**src/rtl/bm_regwin_pkg.sv**
```systemverilog
package bm_regwin_pkg;

    typedef enum logic [1:0] {
        SZ_BYTE = 2'd0,
        SZ_HALF = 2'd1,
        SZ_WORD = 2'd2,
        SZ_RSVD = 2'd3
    } acc_size_e;

    typedef enum logic [1:0] {
        SEL_CMD  = 2'd0,
        SEL_MODE = 2'd1,
        SEL_STAT = 2'd2,
        SEL_TIME = 2'd3
    } ctrl_sel_e;

    localparam int unsigned CH_SPAN      = 8;
    localparam int unsigned CMD_START    = 0;
    localparam int unsigned CMD_DIR      = 3;
    localparam int unsigned ST_BUSY      = 0;
    localparam int unsigned ST_ERR       = 1;
    localparam int unsigned ST_IRQ       = 2;
    localparam logic [7:0]  ST_WR_MASK   = 8'h60;
    localparam logic [7:0]  ST_W1C_MASK  = 8'h06;
    localparam int unsigned MODE_IRQ_LSB = 2;
    localparam int unsigned MODE_IRQ_N   = 2;
    localparam int unsigned MODE_WR_LSB  = 4;

    typedef struct packed {
        logic [7:0]  cmd;
        logic [7:0]  stat;
        logic [7:0]  timing;
        logic [31:0] base;
    } chan_regs_t;

    typedef struct packed {
        logic [7:0] mode;
        logic       upd;
    } mode_state_t;

endpackage

```
**src/rtl/bm_addr_decode.sv**
```systemverilog
module bm_addr_decode
    import bm_regwin_pkg::*;
#(
    parameter  int NUM_CH = 2,
    localparam int ADDR_W = $clog2(NUM_CH * CH_SPAN),
    localparam int CH_W   = $clog2(NUM_CH)
) (
    input  logic              acc_valid,
    input  logic              acc_write,
    input  logic [ADDR_W-1:0] acc_addr,
    input  logic [1:0]        acc_size,
    output logic              acc_ok,
    output logic              is_ctrl,
    output ctrl_sel_e         reg_sel,
    output logic [CH_W-1:0]   ch_idx,
    output logic              mode_we,
    output logic [NUM_CH-1:0] cmd_we,
    output logic [NUM_CH-1:0] stat_we,
    output logic [NUM_CH-1:0] time_we,
    output logic [NUM_CH-1:0] base_we
);

    logic wr_ok;

    always_comb begin
        ch_idx  = acc_addr[ADDR_W-1:3];
        is_ctrl = ~acc_addr[2];
        reg_sel = ctrl_sel_e'(acc_addr[1:0]);
        if (is_ctrl) begin
            acc_ok = (acc_size == SZ_BYTE);
        end else begin
            acc_ok = (acc_size == SZ_WORD) && (acc_addr[1:0] == 2'b00);
        end
        wr_ok   = acc_valid && acc_write && acc_ok;
        mode_we = wr_ok && is_ctrl && (reg_sel == SEL_MODE);
    end

    for (genvar c = 0; c < NUM_CH; c++) begin : g_we
        logic hit;
        assign hit        = wr_ok && (ch_idx == CH_W'(c));
        assign cmd_we[c]  = hit && is_ctrl && (reg_sel == SEL_CMD);
        assign stat_we[c] = hit && is_ctrl && (reg_sel == SEL_STAT);
        assign time_we[c] = hit && is_ctrl && (reg_sel == SEL_TIME);
        assign base_we[c] = hit && !is_ctrl;
    end

endmodule

```
**src/rtl/bm_chan_regs.sv**
```systemverilog
module bm_chan_regs
    import bm_regwin_pkg::*;
(
    input  logic        clk,
    input  logic        rst_n,
    input  logic [31:0] wdata,
    input  logic        cmd_we,
    input  logic        stat_we,
    input  logic        time_we,
    input  logic        base_we,
    input  logic        busy,
    input  logic        err_set,
    input  logic        irq_set,
    output chan_regs_t  regs_q
);

    chan_regs_t regs_d;

    always_comb begin
        regs_d = regs_q;
        if (cmd_we) begin
            regs_d.cmd = wdata[7:0];
        end
        if (stat_we) begin
            regs_d.stat = (wdata[7:0] & ST_WR_MASK)
                        | (regs_q.stat & ~wdata[7:0] & ST_W1C_MASK);
        end
        // busy is owned by the engine, never by the host
        regs_d.stat[ST_BUSY] = busy;
        // engine events win over a same-cycle host clear
        if (err_set) begin
            regs_d.stat[ST_ERR] = 1'b1;
        end
        if (irq_set) begin
            regs_d.stat[ST_IRQ] = 1'b1;
        end
        if (time_we) begin
            regs_d.timing = wdata[7:0];
        end
        if (base_we) begin
            regs_d.base = {wdata[31:2], 2'b00};
        end
    end

    always_ff @(posedge clk or negedge rst_n) begin
        if (!rst_n) begin
            regs_q <= '0;
        end else begin
            regs_q <= regs_d;
        end
    end

endmodule

```
**src/rtl/bm_mode_reg.sv**
```systemverilog
module bm_mode_reg
    import bm_regwin_pkg::*;
(
    input  logic                  clk,
    input  logic                  rst_n,
    input  logic                  mode_we,
    input  logic [1:0]            wbits,
    input  logic [MODE_IRQ_N-1:0] irq_lvl,
    output logic [7:0]            mode_q,
    output logic                  upd_q
);

    mode_state_t st_d, st_q;

    always_comb begin
        st_d = st_q;
        for (int i = 0; i < MODE_IRQ_N; i++) begin
            st_d.mode[MODE_IRQ_LSB + i] = irq_lvl[i];
        end
        if (mode_we) begin
            st_d.mode[MODE_WR_LSB +: 2] = wbits;
        end
        st_d.upd = mode_we;
    end

    always_ff @(posedge clk or negedge rst_n) begin
        if (!rst_n) begin
            st_q <= '0;
        end else begin
            st_q <= st_d;
        end
    end

    assign mode_q = st_q.mode;
    assign upd_q  = st_q.upd;

endmodule

```
**src/rtl/bm_regwin.sv**
```systemverilog
module bm_regwin
    import bm_regwin_pkg::*;
#(
    parameter  int NUM_CH = 2,
    localparam int ADDR_W = $clog2(NUM_CH * CH_SPAN),
    localparam int CH_W   = $clog2(NUM_CH)
) (
    input  logic                   clk,
    input  logic                   rst_n,
    input  logic                   acc_valid,
    input  logic                   acc_write,
    input  logic [ADDR_W-1:0]      acc_addr,
    input  logic [1:0]             acc_size,
    input  logic [31:0]            acc_wdata,
    output logic [31:0]            acc_rdata,
    input  logic [NUM_CH-1:0]      eng_busy,
    input  logic [NUM_CH-1:0]      eng_err_set,
    input  logic [NUM_CH-1:0]      eng_irq_set,
    input  logic [MODE_IRQ_N-1:0]  irq_lvl,
    output logic [NUM_CH-1:0]      dma_start,
    output logic [NUM_CH-1:0]      dma_dir,
    output logic [NUM_CH*32-1:0]   desc_base,
    output logic [NUM_CH*8-1:0]    drive_timing,
    output logic [7:0]             mode_byte,
    output logic                   mode_upd
);

    logic              acc_ok;
    logic              is_ctrl;
    ctrl_sel_e         reg_sel;
    logic [CH_W-1:0]   ch_idx;
    logic              mode_we;
    logic [NUM_CH-1:0] cmd_we, stat_we, time_we, base_we;
    chan_regs_t        regs [NUM_CH];
    logic [NUM_CH*8-1:0] stat_all;

    bm_addr_decode #(.NUM_CH(NUM_CH)) u_dec (
        .acc_valid (acc_valid),
        .acc_write (acc_write),
        .acc_addr  (acc_addr),
        .acc_size  (acc_size),
        .acc_ok    (acc_ok),
        .is_ctrl   (is_ctrl),
        .reg_sel   (reg_sel),
        .ch_idx    (ch_idx),
        .mode_we   (mode_we),
        .cmd_we    (cmd_we),
        .stat_we   (stat_we),
        .time_we   (time_we),
        .base_we   (base_we)
    );

    for (genvar c = 0; c < NUM_CH; c++) begin : g_ch
        bm_chan_regs u_ch (
            .clk     (clk),
            .rst_n   (rst_n),
            .wdata   (acc_wdata),
            .cmd_we  (cmd_we[c]),
            .stat_we (stat_we[c]),
            .time_we (time_we[c]),
            .base_we (base_we[c]),
            .busy    (eng_busy[c]),
            .err_set (eng_err_set[c]),
            .irq_set (eng_irq_set[c]),
            .regs_q  (regs[c])
        );
        assign dma_start[c]          = regs[c].cmd[CMD_START];
        assign dma_dir[c]            = regs[c].cmd[CMD_DIR];
        assign desc_base[c*32 +: 32] = regs[c].base;
        assign drive_timing[c*8 +: 8] = regs[c].timing;
        assign stat_all[c*8 +: 8]    = regs[c].stat;
    end

    bm_mode_reg u_mode (
        .clk     (clk),
        .rst_n   (rst_n),
        .mode_we (mode_we),
        .wbits   (acc_wdata[MODE_WR_LSB +: 2]),
        .irq_lvl (irq_lvl),
        .mode_q  (mode_byte),
        .upd_q   (mode_upd)
    );

    // read path: unsupported accesses return all-ones of the access size
    logic [31:0] ones;
    logic [7:0]  ctrl_byte;

    always_comb begin
        case (acc_size)
            SZ_BYTE: ones = 32'h0000_00FF;
            SZ_HALF: ones = 32'h0000_FFFF;
            default: ones = 32'hFFFF_FFFF;
        endcase
        case (reg_sel)
            SEL_CMD:  ctrl_byte = regs[ch_idx].cmd;
            SEL_MODE: ctrl_byte = mode_byte;
            SEL_STAT: ctrl_byte = regs[ch_idx].stat;
            default:  ctrl_byte = regs[ch_idx].timing;
        endcase
        if (!acc_ok) begin
            acc_rdata = ones;
        end else if (is_ctrl) begin
            acc_rdata = {24'h0, ctrl_byte};
        end else begin
            acc_rdata = regs[ch_idx].base;
        end
    end

endmodule

```
**config.mk**
```make
export PLATFORM = sky130hd
export DESIGN_NAME = bm_regwin
export DESIGN_NICKNAME = d
export VERILOG_FILES = /design/src/rtl/bm_regwin_pkg.sv /design/src/rtl/bm_addr_decode.sv /design/src/rtl/bm_chan_regs.sv /design/src/rtl/bm_mode_reg.sv /design/src/rtl/bm_regwin.sv
export SDC_FILE = /design/constraint.sdc
export NUM_CORES = 1
export LEC_CHECK = 0
export BUFFER_PORTS_ARGS = -buffer_cell sky130_fd_sc_hd__buf_2
export CAP_MARGIN = 20
export CORE_ASPECT_RATIO = 1.5
export CORE_MARGIN = 5
export CORE_UTILIZATION = 40
export DETAILED_ROUTE_END_ITERATION = 10
export SYNTH_ARGS = -nofsm -noshare
export SYNTH_HDL_FRONTEND = slang
export SYNTH_SLANG_ARGS = --single-unit
```
**constraint.sdc**
```tcl
create_clock -name clk -period 2.5 [get_ports clk]
set_input_delay 0.5 -clock clk [delete_from_list [all_inputs] [get_ports clk]]
set_output_delay 0.5 -clock clk [all_outputs]
set_load 0.03 [all_outputs]
```
==> results, run 1 <==
- The flow ran to the end, and the final reports show no timing, DRC or antenna violations.
- The number of endpoints with negative hold slack in the final report is 0.
- Routability-driven placement finished with a final weighted congestion of 0.798.
- Once layout is done, the placed cells without fillers occupy 0.00661 mm².
- The number of I/O port buffers is 166.
- The power per unit of standard cell area is 705 mW/mm².
- Entering global routing, the biggest net connects 45 pins.
- The number of buffers created by CTS is 9.
- The synthesized area is 0.00579 mm².
- The initial standard-cell utilization of the core is 40.2%.
- Summed over its instances, the top area cell type makes up 46.3% of the synthesized netlist area.
- After detailed routing, the total wire length is 14.4 mm.
- IR analysis of the VDD net gives a maximum drop of 452 µV.
- The number of antenna violations at the first check in global routing was 0.
- After synthesis, the largest family of logic cells by area is multiplexers.
- The final max-slew violation count is 0.
- The number of setup violations in the final report is 0.
- The first global-routing pass estimated 22.7 mm of wire.
- The post-route DRC violation count is 0.
- The measured slew at the worst slew-check pin is 0.712 ns.
- Buffers added to address setup during post-CTS repair amount to 0.
- The compound-gate portion of the synthesized area is 6.85%.
- At the worst endpoint, the required time is 2.00 ns.
- The total core area is 0.0144 mm².
- The repair_antennas step left the layout with diodes totalling 0.
- In this run the register-to-register setup slack is 1.68 ns.
- The post-cts gate resize count is 0.
- The first TritonRoute pass finished after 4 iterations.
- Once detail routing completed, the nets flagged for antenna violations numbered 0.
- The critical path starts at acc_addr[0].
- The summed negative setup slack over all endpoints is 0 ns.
- Summing the areas of all fa, ha and maj instances in the mapped netlist gives 0% of the synthesized area.
- For this run, the slowest stage of the critical path takes 0.20 ns.
- The path class of the tightest hold or removal check is primary input to async pin.
- Sequential cells were found to cover 46.3% of the synthesized design area.
- For the final database, setup skew stands at 0 ns.
- Summed over all layers, the global routing overflow is 0.
- The worst setup path is launched from a primary input.
- Across all layers, the routed design uses 3813 vias.
- The maximum clock frequency is 0.416 GHz.
- The wire-length estimate of the detail-placed layout is 10.7 mm.
- The signal on the critical path passes through buf_2 > buf_4 > nor2_4 > nand3_2 > a21oi_1 > buf_4 > o311ai_2 > buf_2.
- After synthesis the netlist holds a flip-flop and latch count of 107.
- The TritonCTS clock tree is done.
- For the worst setup path, the data arrival time is 1.90 ns.
- The first routing iteration left 105 violations.
- After clock tree synthesis, the clock-pin slew on the worst setup and hold paths is 0.07 ns.
- The share of layout cells above drive strength 1 is 55.5%.
- The die width is 108 µm.
- The clock latency at the later pin of the worst-skew pair is 0.34 ns.
- The count of different cell masters after synthesis is 39.
- The largest individual stage delay along the critical path comes from the cell buf_4.
- The via count of the first global-routing pass is 4088.
- The die span in y is 157 µm.
- The Yosys step of the flow raised 0 warnings.
- The tool flagged a number of max-cap violations equal to 0.
- After detailed routing, the number of vias per cell comes to 4.99.
- The area of the die is 0.0170 mm².
- The combined buffer and inverter count along the critical path is 4.
- The clock root buffer is clkbuf_16.
- The worst path in the final design needs a cycle of 2.40 ns, including I/O delays and setup.
- The per-cell routed wire length is 18.8 µm.
- The clock drives 107 sinks.
- In the post-synthesis netlist, the biggest area contributors are dfrtp_1, mux2_2, buf_4.
- The critical register-to-register path startpoint is g_ch[0].u_ch.regs_q[6].
- The count of hold buffers inserted by post-cts repair is 0.
- The final critical path takes up 96.2% of the cycle.
- The leakage power total is 3.39 nW.
- After detailed placement, the total cell area comes to 0.00633 mm².
- The H-tree depth is 3.
- Along the worst path, the maximum fanout reaches 10.
- The synthesized area per cell is 12.4 µm².
- Measured against its own limit, the worst slew margin works out to 52.4%.
- The element type at the critical path end is an output pin.
- The buffer levels on the longest clock path is 2.
- The final net count is 614.
- Synthesis produced 467 cells.
- The synthesized design spends more area on one cell type than any other, namely dfrtp_1.
- The area fraction in and, or, nand and nor cells after synthesis is 5.08%.
- Global routing consumed, over all layers together, 17.2% of the routing resources.
- The mux contribution to synthesized area is 27.4%.
- Setup repair after global routing left no endpoint under its margin.
- The total I/O pin count is 175.
- The type of the worst setup path is primary input to output pin.
- Among cell families on the critical path, the largest total delay comes from buffers and inverters.
- From synthesis to final layout, the design area changed by 14.1%.
- The floorplan row count is 54.
- The share of the synthesized netlist area taken by xor and xnor gates is 0%.
-- Yosys cell counts (all sizes together) --
cell type    n
buf        108
o31ai        2
o311a        1
a211o        2
nand4b       2
a22o         2
or3          1
o22ai        1
a21oi       28
a2111oi      2
o311ai       4
nor4         2
a211oi       2
nor2b        4
nor3         4
mux2       106
or2          3
and3         1
nor2         7
clkbuf       3
inv          3
mux2i       36
dfrtp      107
nand2       16
nand4        1
o21ai        4
nand3        5
nand3b       1
a221oi       4
conb         1
a21o         4
-- metrics by stage --
step	instances	util, %	worst slack (ns)	power, W	hold slack [ns]
finish	764	45.9	0.0961	0.00466	0.124
global placement	749	44.0	0.109	0.00333	0.462
floorplan	474	-	0.156	0.00318	0.204
CTS	764	45.9	0.112	0.00473	0.131
global route	764	45.9	0.0327	0.00489	0.150
detailed placement	749	44.0	0.112	0.00336	0.467
-- power breakdown --
group	internal (W)	switching [W]	leakage, nW
Sequential	0.00194	0.000151	1.40
Clock	0.000706	0.000638	0.140
Combinational	0.000429	0.000796	1.85
-- area by class of cell --
class	instances	area (µm²)
multi-input cells	253	2330
repair buffers	190	1060
clock buffers	10	239
flip-flops and latches	107	2680
inverters	3	11.3
clock inverters	5	36.3
fillers	1366	7780
well taps	196	245
-- cells in the final DEF, fill, tap and decap left out, types with 8 or more instances in the layout --
cell type,instances
mux2_4,8
mux2_2,88
clkbuf_16,9
a21oi_1,28
dfrtp_1,107
buf_4,21
nand2_1,16
conb_1,8
buf_2,165
mux2_1,10
mux2i_1,36
-- path summary, 6_finish.rpt --
kind,to,cells past startpoint
max in group asynchronous,g_ch[1].u_ch.regs_q[8],2
min in group clk,g_ch[1].u_ch.regs_q[40],1
setup reg to reg,g_ch[0].u_ch.regs_q[6],1
hold reg to reg,g_ch[0].u_ch.regs_q[41],1
setup / recovery,acc_rdata[2],8
hold / removal,g_ch[0].u_ch.regs_q[25],1
-- registers in the layout, indices dropped and copies added (netlist names) --
signal	count
g_ch.u_ch.regs_q	102
u_mode.mode_q	4
u_mode.upd_q	1
-- logic make-up (layout without fill, tap and decap cells) --
family          Yosys count  in the layout
buf+inv                 114            208
compound gates           56             56
flops                   107            107
other cells               1              8
mux                     142            142
simple gates             47             47
-- layer usage --
metal,GRT usage (%),vias to the layer above,wire length [µm]
met3,2.79,20,684
li1,-,1753,-
met1,20.1,1920,5500
met2,31.4,120,7890
met4,6.74,0,318
met5,0,-,0
(Power assumes the default switching activity.)
==> inputs of run 2 (changes only) <==
Settings changed: SETUP_SLACK_MARGIN set to 0.3.
==> run 2 against run 1 <==
Net effect:
- clock-buffer cell count up 1
- cell area is 9.8% higher
- non-clock buffer count up 18
- global-route usage up 0.43 points
- sequential cell count stayed put
- routed wire length is 4.4% higher
==> results, run 2 (synthesis results as in run 1) <==
- The most frequent standard cell in the layout excluding fill and tap cells is buf_2 (unchanged).
- The total wirelength of the detailed-routed design is 15.0 mm (was 14.4 mm).
- The number of search-and-repair iterations in the first detailed-routing pass is 4 (unchanged).
- The clock period minus final worst setup slack is 2.18 ns (was 2.40 ns).
- The met2 track demand over resource was 33.1% (was 31.4%).
- The number of filler cells placed in the layout is 1298 (was 1366).
- Series of cell instances along the critical path: buf_6 > or2_4 > nor3_4 > buf_6 > buf_6 > buf_16 > a21oi_2 > buf_6 (was buf_2 > buf_4 > nor2_4 > nand3_2 > a21oi_1 > buf_4 > o311ai_2 > buf_2).
- The TritonCTS clock tree is done (unchanged).
- The first-pass GRT wire length is 23.0 mm (was 22.7 mm).
- The max-slew headroom at the worst pin is 61.8% (was 52.4%).
- The vias after detailed routing came to 3868 (was 3813).
- The number of maximum-capacitance constraint violations is 0 (unchanged).
- The post-route DRC violation count is 0 (unchanged).
- The sink count of the clock tree is 107 (unchanged).
- The total I/O pin count is 175 (unchanged).
- Outcome: finished clean (unchanged).
- The number of DRC markers in iteration 0 is 126 (was 105).
- The endpoint of the worst-slack reg-to-reg timing path is g_ch[1].u_ch.regs_q[7] (was g_ch[0].u_ch.regs_q[6]).
- The area of the die is 0.0170 mm² (unchanged).
- The reg-to-reg setup timing slack was 1.68 ns (about the same).
- The final net count is 632 (was 614).
- The buffer levels on the longest clock path is 2 (unchanged).
- The number of buffers created by CTS was 9 (unchanged).
- The share of layout cells above drive strength 1 is 63.1% (was 55.5%).
- The floorplan row count came to 54 (unchanged).
- The largest fanout of any net on the critical path is 8 (was 10).
- The number of setup violations in the final report was 0 (unchanged).
- The number of flip-flops under the largest register name is 102 (unchanged).
- The fraction of the cycle the final worst path needs is 87.1% (was 96.2%).
- The worst endpoint required time is 2.00 ns (about the same).
- The maximum clock frequency came to 0.459 GHz (was 0.416 GHz).
- The sum of overflow across all layers after global routing is 0 (unchanged).
- The maximum vdd drop was 393 µV (was 452 µV).
- The initial standard-cell utilization of the core is 40.2% (unchanged).
- The path class of the lowest-slack min-delay path was primary input to async pin (unchanged).
- RSZ-0062 raised after global routing: yes (was no).
- The critical register-to-register path startpoint is g_ch[1].u_ch.regs_q[7] (was g_ch[0].u_ch.regs_q[6]).
- The final antenna-violating net count is 0 (unchanged).
- The data arrival at the endpoint of the critical path is 1.68 ns (was 1.90 ns).
- The count of placed standard cells in the final layout, fillers left out is 782 (was 764).
- The most flop-heavy register is g_ch.u_ch.regs_q (unchanged).
- The number of antenna cells inserted was 0 (unchanged).
- The summed area of non-filler cells in the final layout is 0.00725 mm² (was 0.00661 mm²).
- The element type at the critical path end is an output pin (unchanged).
- The maximum single-stage delay on the critical path was 0.28 ns (was 0.20 ns).
- The overall track demand over capacity in global routing is 17.7% (was 17.2%).
- The clock root buffer is clkbuf_16 (unchanged).
- The number of placed instances, taps included is 751 (was 749).
- The end point of the critical path is acc_rdata[18] (was acc_rdata[2]).
- The total core area was 0.0144 mm² (unchanged).
- The summed negative setup slack over all endpoints is 0 ns (unchanged).
- The number of endpoints with negative hold slack in the final report came to 0 (unchanged).
- The setup skew after layout is 0 ns (unchanged).
- The power per unit of standard cell area is 697 mW/mm² (was 705 mW/mm²).
- Commonest cells after routing, fill and taps aside: buf_2, dfrtp_1, mux2_2, mux2i_1, buf_4 (was buf_2, dfrtp_1, mux2_2, mux2i_1, a21oi_1).
- The via count of the first global-routing pass was 4150 (was 4088).
- The worst reg-to-reg path cell count is 1 (unchanged).
- The met1 demand-to-capacity share in global routing was 19.8% (was 20.1%).
- The most repeated library cell on the critical path is buf_6.
- The leakage power total is 3.61 nW (was 3.39 nW).
- The type of the worst setup path is primary input to output pin (unchanged).
- The post-placement cell area is 0.00646 mm² (was 0.00633 mm²).
- The met3 capacity usage during global routing came to 4.02% (was 2.79%).
- The die width is 108 µm (unchanged).
- The die span in y was 157 µm (unchanged).
- The start point of the critical path is acc_addr[0] (unchanged).
- The final max-slew violation count is 0 (unchanged).
- The weighted congestion reported at the end of routability-driven placement came to 0.810 (was 0.798).
- The per-cell routed wire length was 19.2 µm (was 18.8 µm).
- The clock-pin slew on the worst setup and hold paths is 0.07 ns (about the same).
- The maximum number of pins on one net before global-route repair is 47 (was 45).
- The most utilized layer in the global route result is met2 (unchanged).
- The measured slew at the worst slew-check pin was 0.572 ns (was 0.712 ns).
- The placed wire-length estimate is 10.7 mm (about the same).
- The number of I/O port buffers is 166 (unchanged).
- The area added between synthesis and finish is 25.3% (was 14.1%).
- The clock latency at the later pin of the worst-skew pair is 0.34 ns (about the same).
- The nature of the critical path startpoint was a primary input (unchanged).
- The H-tree depth is 3 (unchanged).
- The critical path's slowest cell is or2_4 (was buf_4).
- The ratio of routed vias to standard cells came to 4.95 (was 4.99).
- The number of antenna violations at the first check in global routing came to 0 (unchanged).
[run 2: critical path, delay by kind of cell]
family / cells / cell delay, ns
buf+inv: 5 / 0.65
simple gates: 2 / 0.45
compound gates: 1 / 0.06
[run 2: where the power goes]
group	internal [W]	switching [W]
registers	0.00194	0.000164
logic	0.000496	0.000832
clock network	0.00100	0.000618
total	0.00344	0.00161
[run 2: metrics by stage]
step | utilization (%) | setup WS, ns | hold WS, ns | total power [W]
after global routing | 50.4 | 0.259 | 0.164 | 0.00529
final | 50.4 | 0.322 | 0.135 | 0.00505
after floorplan | - | 0.191 | 0.204 | 0.00320
after detailed placement | 44.9 | 0.118 | 0.461 | 0.00340
after CTS | 49.0 | 0.301 | 0.136 | 0.00508
after global placement | 44.9 | 0.117 | 0.461 | 0.00337
[run 2: what timing repair did]
action | 4_1_cts | 5_1_grt
gates resized for setup | 29 | 47
buffers inserted | 11 | 2
setup endpoints to repair | 32 | 25
pin swaps | 9 | 6
gates cloned | 2 | 1
hold buffers | 0 | 0
[run 2: worst min-delay path by stage]
stage                             from                 endpoint  cells past startpoint
2_1_floorplan                    rst_n  g_ch[0].u_ch.regs_q[10]                      0
3_3_place_gp   g_ch[0].u_ch.regs_q[42]  g_ch[0].u_ch.regs_q[42]                      1
3_5_place_dp   g_ch[0].u_ch.regs_q[42]  g_ch[0].u_ch.regs_q[42]                      1
4_1_cts                          rst_n   g_ch[0].u_ch.regs_q[9]                      1
5_1_grt                          rst_n  g_ch[1].u_ch.regs_q[40]                      1
6_report                         rst_n         u_mode.mode_q[2]                      1
[run 2: layer usage]
metal	wire length [µm]	part of all wire, %
met2	8450	56
met3	699	4.7
met4	153	1.0
met5	0	0
met1	5720	38
[run 2: area by class of cell]
class / count / area [µm²] / area share [%]
clock buffer: 11 / 243 / 3.35
clock inverter: 4 / 98.8 / 1.36
inverter: 3 / 11.3 / 0.155
multi-input combinational: 253 / 2560 / 35.3
sequential: 107 / 2680 / 36.9
tap: 196 / 245 / 3.38
timing repair buffer: 208 / 1420 / 19.5
